[src/rtl/muxdiv_clk_en.sv]
module muxdiv_clk_en #(
  parameter int GAP_CYCLES = 2
) (
  input  logic        clk,
  input  logic        rst_n,
  input  logic        wr_en,
  input  logic [31:0] wr_data,
  output logic [31:0] rd_data,
  input  logic [3:0]  src_tick,
  output logic        out_en
);
  localparam int GW = $clog2(GAP_CYCLES + 1);
  localparam logic [1:0] PRE_SRC = 2'd3;

  logic [31:0]   ctrl_q;
  logic [1:0]    act_sel;
  logic [4:0]    act_pre;
  logic [1:0]    act_post;
  logic [4:0]    pre_cnt;
  logic [1:0]    post_cnt;
  logic [GW-1:0] gap_q;

  wire [1:0] nxt_sel  = ctrl_q[17:16];
  wire [4:0] nxt_pre  = ctrl_q[12:8];
  wire [1:0] nxt_post = ctrl_q[5:4];

  wire [4:0] pre_last = (act_sel == PRE_SRC) ? act_pre : 5'd0;
  wire       live     = (gap_q == '0) & src_tick[act_sel];
  wire       s1_done  = live & (pre_cnt == pre_last);

  assign out_en  = s1_done & (post_cnt == act_post);
  assign rd_data = ctrl_q;

  always_ff @(posedge clk or negedge rst_n) begin
    if (!rst_n) begin
      ctrl_q   <= '0;
      act_sel  <= '0;
      act_pre  <= '0;
      act_post <= '0;
      pre_cnt  <= '0;
      post_cnt <= '0;
      gap_q    <= '0;
    end else begin
      if (wr_en) ctrl_q <= wr_data;
      if (gap_q != '0) gap_q <= gap_q - 1'b1;
      if (live) pre_cnt <= s1_done ? 5'd0 : pre_cnt + 5'd1;
      if (s1_done) post_cnt <= out_en ? 2'd0 : post_cnt + 2'd1;
      if (out_en) begin
        act_sel  <= nxt_sel;
        act_pre  <= nxt_pre;
        act_post <= nxt_post;
        if (nxt_sel != act_sel) gap_q <= GW'(GAP_CYCLES);
      end
    end
  end
endmodule


[config.mk]
export PLATFORM = sky130hd
export DESIGN_NAME = muxdiv_clk_en
export DESIGN_NICKNAME = d
export VERILOG_FILES = /design/src/rtl/muxdiv_clk_en.sv
export SDC_FILE = /design/constraint.sdc
export NUM_CORES = 1
export LEC_CHECK = 0
export BUFFER_PORTS_ARGS = -buffer_cell sky130_fd_sc_hd__buf_2
export CAP_MARGIN = 20
export CORE_MARGIN = 2
export CORE_UTILIZATION = 45
export CTS_CLUSTER_SIZE = 40
export DETAILED_ROUTE_END_ITERATION = 6
export PLACE_DENSITY_LB_ADDON = 0.15
export SYNTH_ARGS = -nofsm -noshare
export SYNTH_HDL_FRONTEND = slang
export SYNTH_SLANG_ARGS = --single-unit
[constraint.sdc]
create_clock -name clk -period 1.9 [get_ports clk]
set_input_delay 0.095 -clock clk [delete_from_list [all_inputs] [get_ports clk]]
set_output_delay 0.095 -clock clk [all_outputs]
set_load 0.01 [all_outputs]
==> results of run 1 <==
-- cells by family after synthesis --
kind of cell | after synthesis
buffers and inverters | 8
muxes | 45
adders and majority gates | 1
xor gates and xnor gates | 10
AOI/OAI and AO/OA | 11
DFF | 50
and+or+nand+nor | 27
-- metrics by stage --
stage	utilization (%)	hold slack (ns)	cell area, um^2	std cells
final	62.5	0.0166	2910	293
after detailed placement	56.6	0.119	2640	280
after global routing	62.5	0.00616	2910	293
after CTS	61.4	0.00615	2860	290
after global placement	56.6	0.103	2640	280
after floorplan	-	-0.201	2170	152
-- final cells by class --
class	count	area share [%]
flip-flops and latches	50	43.1
multi-input cells	94	33.7
repair buffers	85	16.8
clock buffers	5	2.36
well taps	54	2.32
clock inverters	3	1.37
inverters	2	0.258
-- power by group through the flow --
| stage | sequential, mW | combinational, mW | clock, mW |
|---|---|---|---|
| 3_5_place_dp | 1.56 | 1.18 | 0 |
| 3_3_place_gp | 1.54 | 1.13 | 0 |
| 4_1_cts | 1.56 | 1.38 | 0.757 |
| 5_1_grt | 1.62 | 1.62 | 0.787 |
| 2_1_floorplan | 1.52 | 0.839 | 0 |
| 6_report | 1.58 | 1.49 | 0.730 |
-- cell usage after synthesis, types with 2 or more instances --
master / instances / area (um^2)
buf_1: 3 / 11.3
mux2i_1: 3 / 30.0
nand2_1: 8 / 30.0
nand4_1: 3 / 18.8
nor3_1: 4 / 20.0
xor2_1: 6 / 52.6
mux2_2: 42 / 473
dfrtp_1: 50 / 1250
o211a_1: 2 / 20.0
nor2_1: 4 / 15.0
inv_1: 2 / 7.51
xnor2_1: 4 / 35.0
o22ai_1: 2 / 12.5
-- flip-flops by register name, indices dropped and copies added, names as in the netlist --
name / cells
rd_data: 32
act_pre: 5
pre_cnt: 5
act_post: 2
act_sel: 2
gap_q: 2
post_cnt: 2
-- how the worst min path moves through the flow --
| stage | from | slack, ns | to | depth (start not counted) |
|---|---|---|---|---|
| 2_1_floorplan | rst_n | -0.20 | act_post[0] | 0 |
| 6_report | wr_data[19] | 0.02 | rd_data[19] | 2 |
| 3_3_place_gp | rst_n | 0.10 | rd_data[16] | 1 |
| 5_1_grt | wr_data[7] | 0.006 | rd_data[7] | 2 |
| 3_5_place_dp | rst_n | 0.12 | rd_data[16] | 1 |
| 4_1_cts | wr_data[19] | 0.006 | rd_data[19] | 2 |
-- worst max-delay path, delay by kind of cell (launching register included) --
| family | cells | cell delay [ns] |
|---|---|---|
| compound gates | 2 | 0.38 |
| buf+inv | 2 | 0.30 |
| flops | 1 | 0.43 |
| mux | 1 | 0.30 |
| simple gates | 2 | 0.38 |
-- timing repair --
item | 4_1_cts | 5_1_grt
buffers inserted | 1 | 3
hold endpoints to repair | 23 | 0
pin swaps | 3 | 0
hold buffers | 1 | 0
gates resized for setup | 19 | 10
endpoints found under the setup margin | 9 | 12
-- layer usage --
metal	part of all wire [%]	GRT usage, %	vias to the layer above
met2	53	31.1	50
met1	41	21.5	756
met5	0	0	-
met3	4.5	4.42	7
li1	-	-	715
met4	1.5	7.20	0
==> summary.md, run 1 <==
| Metric | Value |
|---|---|
| Worst Max-Slew Pin Slew | 0.707 ns |
| First-pass GRT wire length | 7.25 mm |
| Total Neg Setup Slack | -0.0364 ns |
| Largest family of logic cells by synthesized area | multiplexers |
| Clock Sinks | 50 |
| EDFF count, synth | 0 |
| Layout cells sized above 1 | 63.6% |
| Skew-Pair Late Insertion Delay | 0.30 ns |
| CP Data Required Time | roughly 2.1 ns |
| Multi-input logic area | 983 um^2 |
| Reg-to-Reg Start | act_sel[1] |
| Clock Skew | 0.00641 ns |
| HPWL after DPL | 3.14 mm |
| Distinct cell type count after synthesis | 32 |
| # IOs | 72 |
| Clock share of power | 19.2% |
| Ys Warns | 0 |
| Post-synthesis cell count | approximately 150 |
| Vias/cell | 5.22 |
| Slew Viols, Final | 0 |
| Syn Nets | 192 |
| Post-Route WL | 4.54 mm |
| Tmin final | 1.91 ns |
| DRT antenna net count | 0 |
| Die Area | ~0.0053 mm^2 |
| Pint | between 2 and 3 mW |
| CTS root buf | clkbuf_8 |
| Most frequent CP cell | buf_6 |
| Fillers | approximately 370 |
| Commonest cells after routing, fill and taps aside | buf_2 (71), dfrtp_1 (46), mux2_2 (33) |
| Core region area | 0.00466 mm^2 |
| Cell area after synthesis | 0.00215 mm^2 |
| Hold Path Class | in -> reg |
| # H-tree levels | 2 |
| Max Cap Violations | 0 |
| Clk slew on worst S/H paths | 0.09 ns |
| Vias in the first global route | 1,620 |
| WL/cell | 15.5 um |
| DR DRC count | 0 |
| Storage cell area | about 0.0013 mm^2 |
| Antenna cells | 0 |
| Fraction of registers with async set/reset | 100% |
| Critical Path Source | act_sel[1] |
| XOR/XNOR Fraction of Synth Area | 4.07% |
| I/O Buffers | between 70 and 80 |
| CTS buffer count | 5 |
| Outcome | finished with violations |
| Simple-Gate Fraction of Synth Area | just over 7% |
| Most common cell after layout, fill and taps aside | buf_2 |
| Initial antenna violation count | 0 |
| Crit path DAT | 2.10 ns |
| Post-route clock period utilization | 101% |
| Longest Clk Path Bufs | 2 |
| Net Sw Frac | 33.9% |
| Final setup viols | 5 |
| Initial DRC count | 52 |
| Total grt overflow | 0 |
| Worst Setup End Kind | flop |
| DR pass1 iterations | 4 |
| Area Overhead vs Synth | 35.5% |
| Die Ht | 73.1 um |
| Largest net degree at the start of global routing | 33 |
| Critical Path End | act_pre[3] |
| FMAX | 523 MHz |
| Setup ws final | -0.0126 ns |
| Width of the die | roughly 73 um |
| Slew HR | 52.8% |
| Pwr per Cell Area | 1310 mW/mm^2 |
| Final hold vios | 0 |
| FF+latch count, synth | 50 |
| VDD IR-drop max | 0.543 mV |
| Max stage delay cell, worst path | dfrtp_2 |
| Via count | 1,528 |
| Sequential share of power | between 40% and 50% |
| Compound-gate portion of the synthesized area | ~5% |
| Combinational Power Share | 39.2% |
| Total GRT Usage | between 15 and 20% |
| Crit start category | flop |
| Avg Inst Size Synth | 14.2 um^2 |
| Pleak | between 1 and 1.5 nW |
| Initial Util | 46.1% |
| Power, Total | 3.81 mW |
| Failing checks | setup timing |
| R2R Setup Slk | -0.01 ns |
| CP Class | reg -> reg |
| Reg2reg path depth | 7 |
| Crit Path Max Fanout | 6 |
| Worst R2R End | act_pre[3] |
| Unrepaired setup endpoints after global routing | yes |
| Worst slack at placement | -0.0303 ns |
| CTS tree | done |
| Synth Area in Adders | 0.582% |
| Most used DFF post-synth | dfrtp_1 |
| Share of the yosys chip area belonging to registers | 58.2% |
| Switch Pwr | 1.29 mW |
| Worst-path cell chain | buf_6 -> nand4bb_1 -> o22ai_2 -> o32ai_4 -> nor3_4 -> buf_6 -> mux2_4 |
| NumNets Final | 278 |
| Max stage delay on crit path | 0.43 ns |
| Post-synthesis mux area share | 23.4% |
| Placement Rows | 25 |
| GPL Wtd Cong | 0.850 |
Note: power is estimated with default switching activity, not from simulation.
==> run 2: changes to the inputs <==
--- a/config.mk
+++ b/config.mk
@@ -11,7 +11,9 @@
 export CORE_UTILIZATION = 45
 export CTS_CLUSTER_SIZE = 40
 export DETAILED_ROUTE_END_ITERATION = 6
+export GPL_ROUTABILITY_DRIVEN = 0
 export PLACE_DENSITY_LB_ADDON = 0.15
+export SKIP_CTS_REPAIR_TIMING = 1
 export SYNTH_ARGS = -nofsm -noshare
 export SYNTH_HDL_FRONTEND = slang
 export SYNTH_SLANG_ARGS = --single-unit
==> summary.md, run 2 (same netlist as run 1, synthesis figures left out) <==
| Metric | Value |
|---|---|
| Crit path DAT | approximately 2.2 ns |
| Worst Setup End Kind | flop |
| Slew HR | about 54% |
| Layout cells sized above 1 | 61.2% |
| Die Ht | 73.1 um |
| Die Area | roughly 0.0053 mm^2 |
| Outcome | finished with violations |
| VDD IR-drop max | 0.525 mV |
| Final setup viols | 12 |
| Combinational Power Share | 36.4% |
| # H-tree levels | 2 |
| Max stage delay on crit path | 0.43 ns |
| Critical path depth | 7 |
| Width of the die | 73.1 um |
| Antenna cells | 0 |
| WL/cell | between 10 and 15 um |
| Layout Cells excl Fill | 291 |
| Core region area | 0.00466 mm^2 |
| Failing checks | setup timing |
| Clock Skew | 0.00346 ns |
| DR DRC count | 0 |
| CTS tree | done |
| Skew-Pair Late Insertion Delay | 0.30 ns |
| Most common cell after layout, fill and taps aside | buf_2 |
| Setup ws final | -0.0689 ns |
| Crit Path Max Fanout | 6 |
| DR pass1 iterations | 4 |
| Largest net degree at the start of global routing | 33 |
| Slew Viols, Final | 0 |
| Worst-path cell chain | buf_6 -> or3b_4 -> o22ai_4 -> nand2_4 -> nor3_4 -> buf_6 -> mux2_2 |
| DRT antenna net count | 0 |
| First-pass GRT wire length | just under 7 mm |
| Commonest cells after routing, fill and taps aside | buf_2 (71), dfrtp_1 (49), mux2_2 (38) |
| CTS buffer count | 5 |
| Worst slack at placement | -0.0303 ns |
| Sequential share of power | 43.4% |
| Reg2reg path depth | 7 |
| Clock Sinks | 50 |
| Longest Clk Path Bufs | 2 |
| # IOs | 72 |
| Worst Max-Slew Pin Slew | 0.690 ns |
| Total grt overflow | 0 |
| Clk slew on worst S/H paths | 0.08 ns |
| Most frequent CP cell | buf_6 |
| Vias in the first global route | about 1.6k |
| Switch Pwr | 1.18 mW |
| Initial Util | 46.1% |
| Final hold vios | 0 |
| Area Overhead vs Synth | 31.5% |
| Unrepaired setup endpoints after global routing | yes |
| Max stage delay cell, worst path | dfrtp_1 |
| Max Cap Violations | 0 |
| HPWL after DPL | 3.14 mm |
| Via count | 1,490 |
| CP top delay family | simple AND/OR/NAND/NOR gates |
| FMAX | between 500 and 600 MHz |
| # placed instances | 280 |
| Placement Rows | 25 |
| Multi-input logic area | 920 um^2 |
| CP Buf/Inv Count | 2 |
| Net Sw Frac | 33.0% |
| NumNets Final | between 200 and 300 |
| Pleak | around 1.4 nW |
| CP Data Required Time | 2.08 ns |
| Crit start category | flop |
| Vias/cell | roughly 5 |
| Fillers | 385 |
| CTS root buf | clkbuf_8 |
| Pwr per Cell Area | roughly 1300 mW/mm^2 |
| Initial DRC count | 28 |
| Pint | 2.40 mW |
| Tmin final | 1.97 ns |
| Worst Hold Depth | 2 |
| I/O Buffers | 71 |
| Post-Route WL | roughly 4.3 mm |
| CP Class | reg -> reg |
| Hold Path Class | in -> reg |
| Storage cell area | 0.00125 mm^2 |
| Initial antenna violation count | 0 |
| Clock share of power | 20.2% |
| Post-route clock period utilization | 104% |
| Largest register FFs | 32 |
| Total GRT Usage | 17.0% |
run 2: cell count changes in the layout (fill, tap and decap cells not counted), moves of 3 or more:
cell,delta
dfrtp_1,+3
dfrtp_2,-3
mux2_2,+5
mux2_4,-5
nor3_4,-3
nor3_2,+3
run 2: layer usage:
| metal | vias up | share of wire [%] | track usage [%] |
|---|---|---|---|
| li1 | 711 | - | - |
| met1 | 732 | 40 | 19.1 |
| met2 | 40 | 54 | 29.9 |
| met3 | 7 | 4.4 | 4.56 |
| met4 | 0 | 1.6 | 7.61 |
| met5 | - | 0 | 0 |
run 2: layout make-up:
| class | instances | share of cell area [%] |
|---|---|---|
| Clock buffer | 5 | 2.43 |
| Tap cell | 54 | 2.39 |
| Inverter | 2 | 0.265 |
| Clock inverter | 3 | 1.42 |
| Timing Repair Buffer | 83 | 16.7 |
| Sequential cell | 50 | 44.3 |
| Multi-Input combinational cell | 94 | 32.5 |
run 2: power groups by stage:
stage                     registers (mW)  clock network (mW)  logic [mW]
after floorplan                     1.52                   0       0.839
after global placement              1.54                   0        1.13
after detailed placement            1.56                   0        1.18
after CTS                           1.54               0.757        1.18
after global routing                1.59               0.781        1.43
final                               1.55               0.722        1.30
run 2: per-stage QoR:
stage / total power, mW / hold WS [ns] / utilization, % / cell area, um^2 / TNS, ns
4_1_cts: 3.48 / -0.219 / 58.9 / 2750 / -0.471
5_1_grt: 3.80 / 0.00616 / 60.7 / 2830 / -1.45
6_report: 3.58 / 0.0219 / 60.7 / 2830 / -0.467
3_5_place_dp: 2.74 / 0.119 / 56.6 / 2640 / -0.160
2_1_floorplan: 2.36 / -0.201 / - / 2170 / -0.676
3_3_place_gp: 2.67 / 0.103 / 56.6 / 2640 / 0
run 2: worst paths after layout:
path | from | to | slack [ns]
setup / recovery | act_sel[1] | act_sel[0] | -0.07
hold / removal | wr_data[19] | rd_data[19] | 0.02
setup reg to reg | act_sel[1] | act_sel[0] | -0.07
hold reg to reg | gap_q[0] | gap_q[0] | 0.49
max in group asynchronous | rst_n | act_sel[0] | 1.04
min in group asynchronous | rst_n | rd_data[16] | 0.32
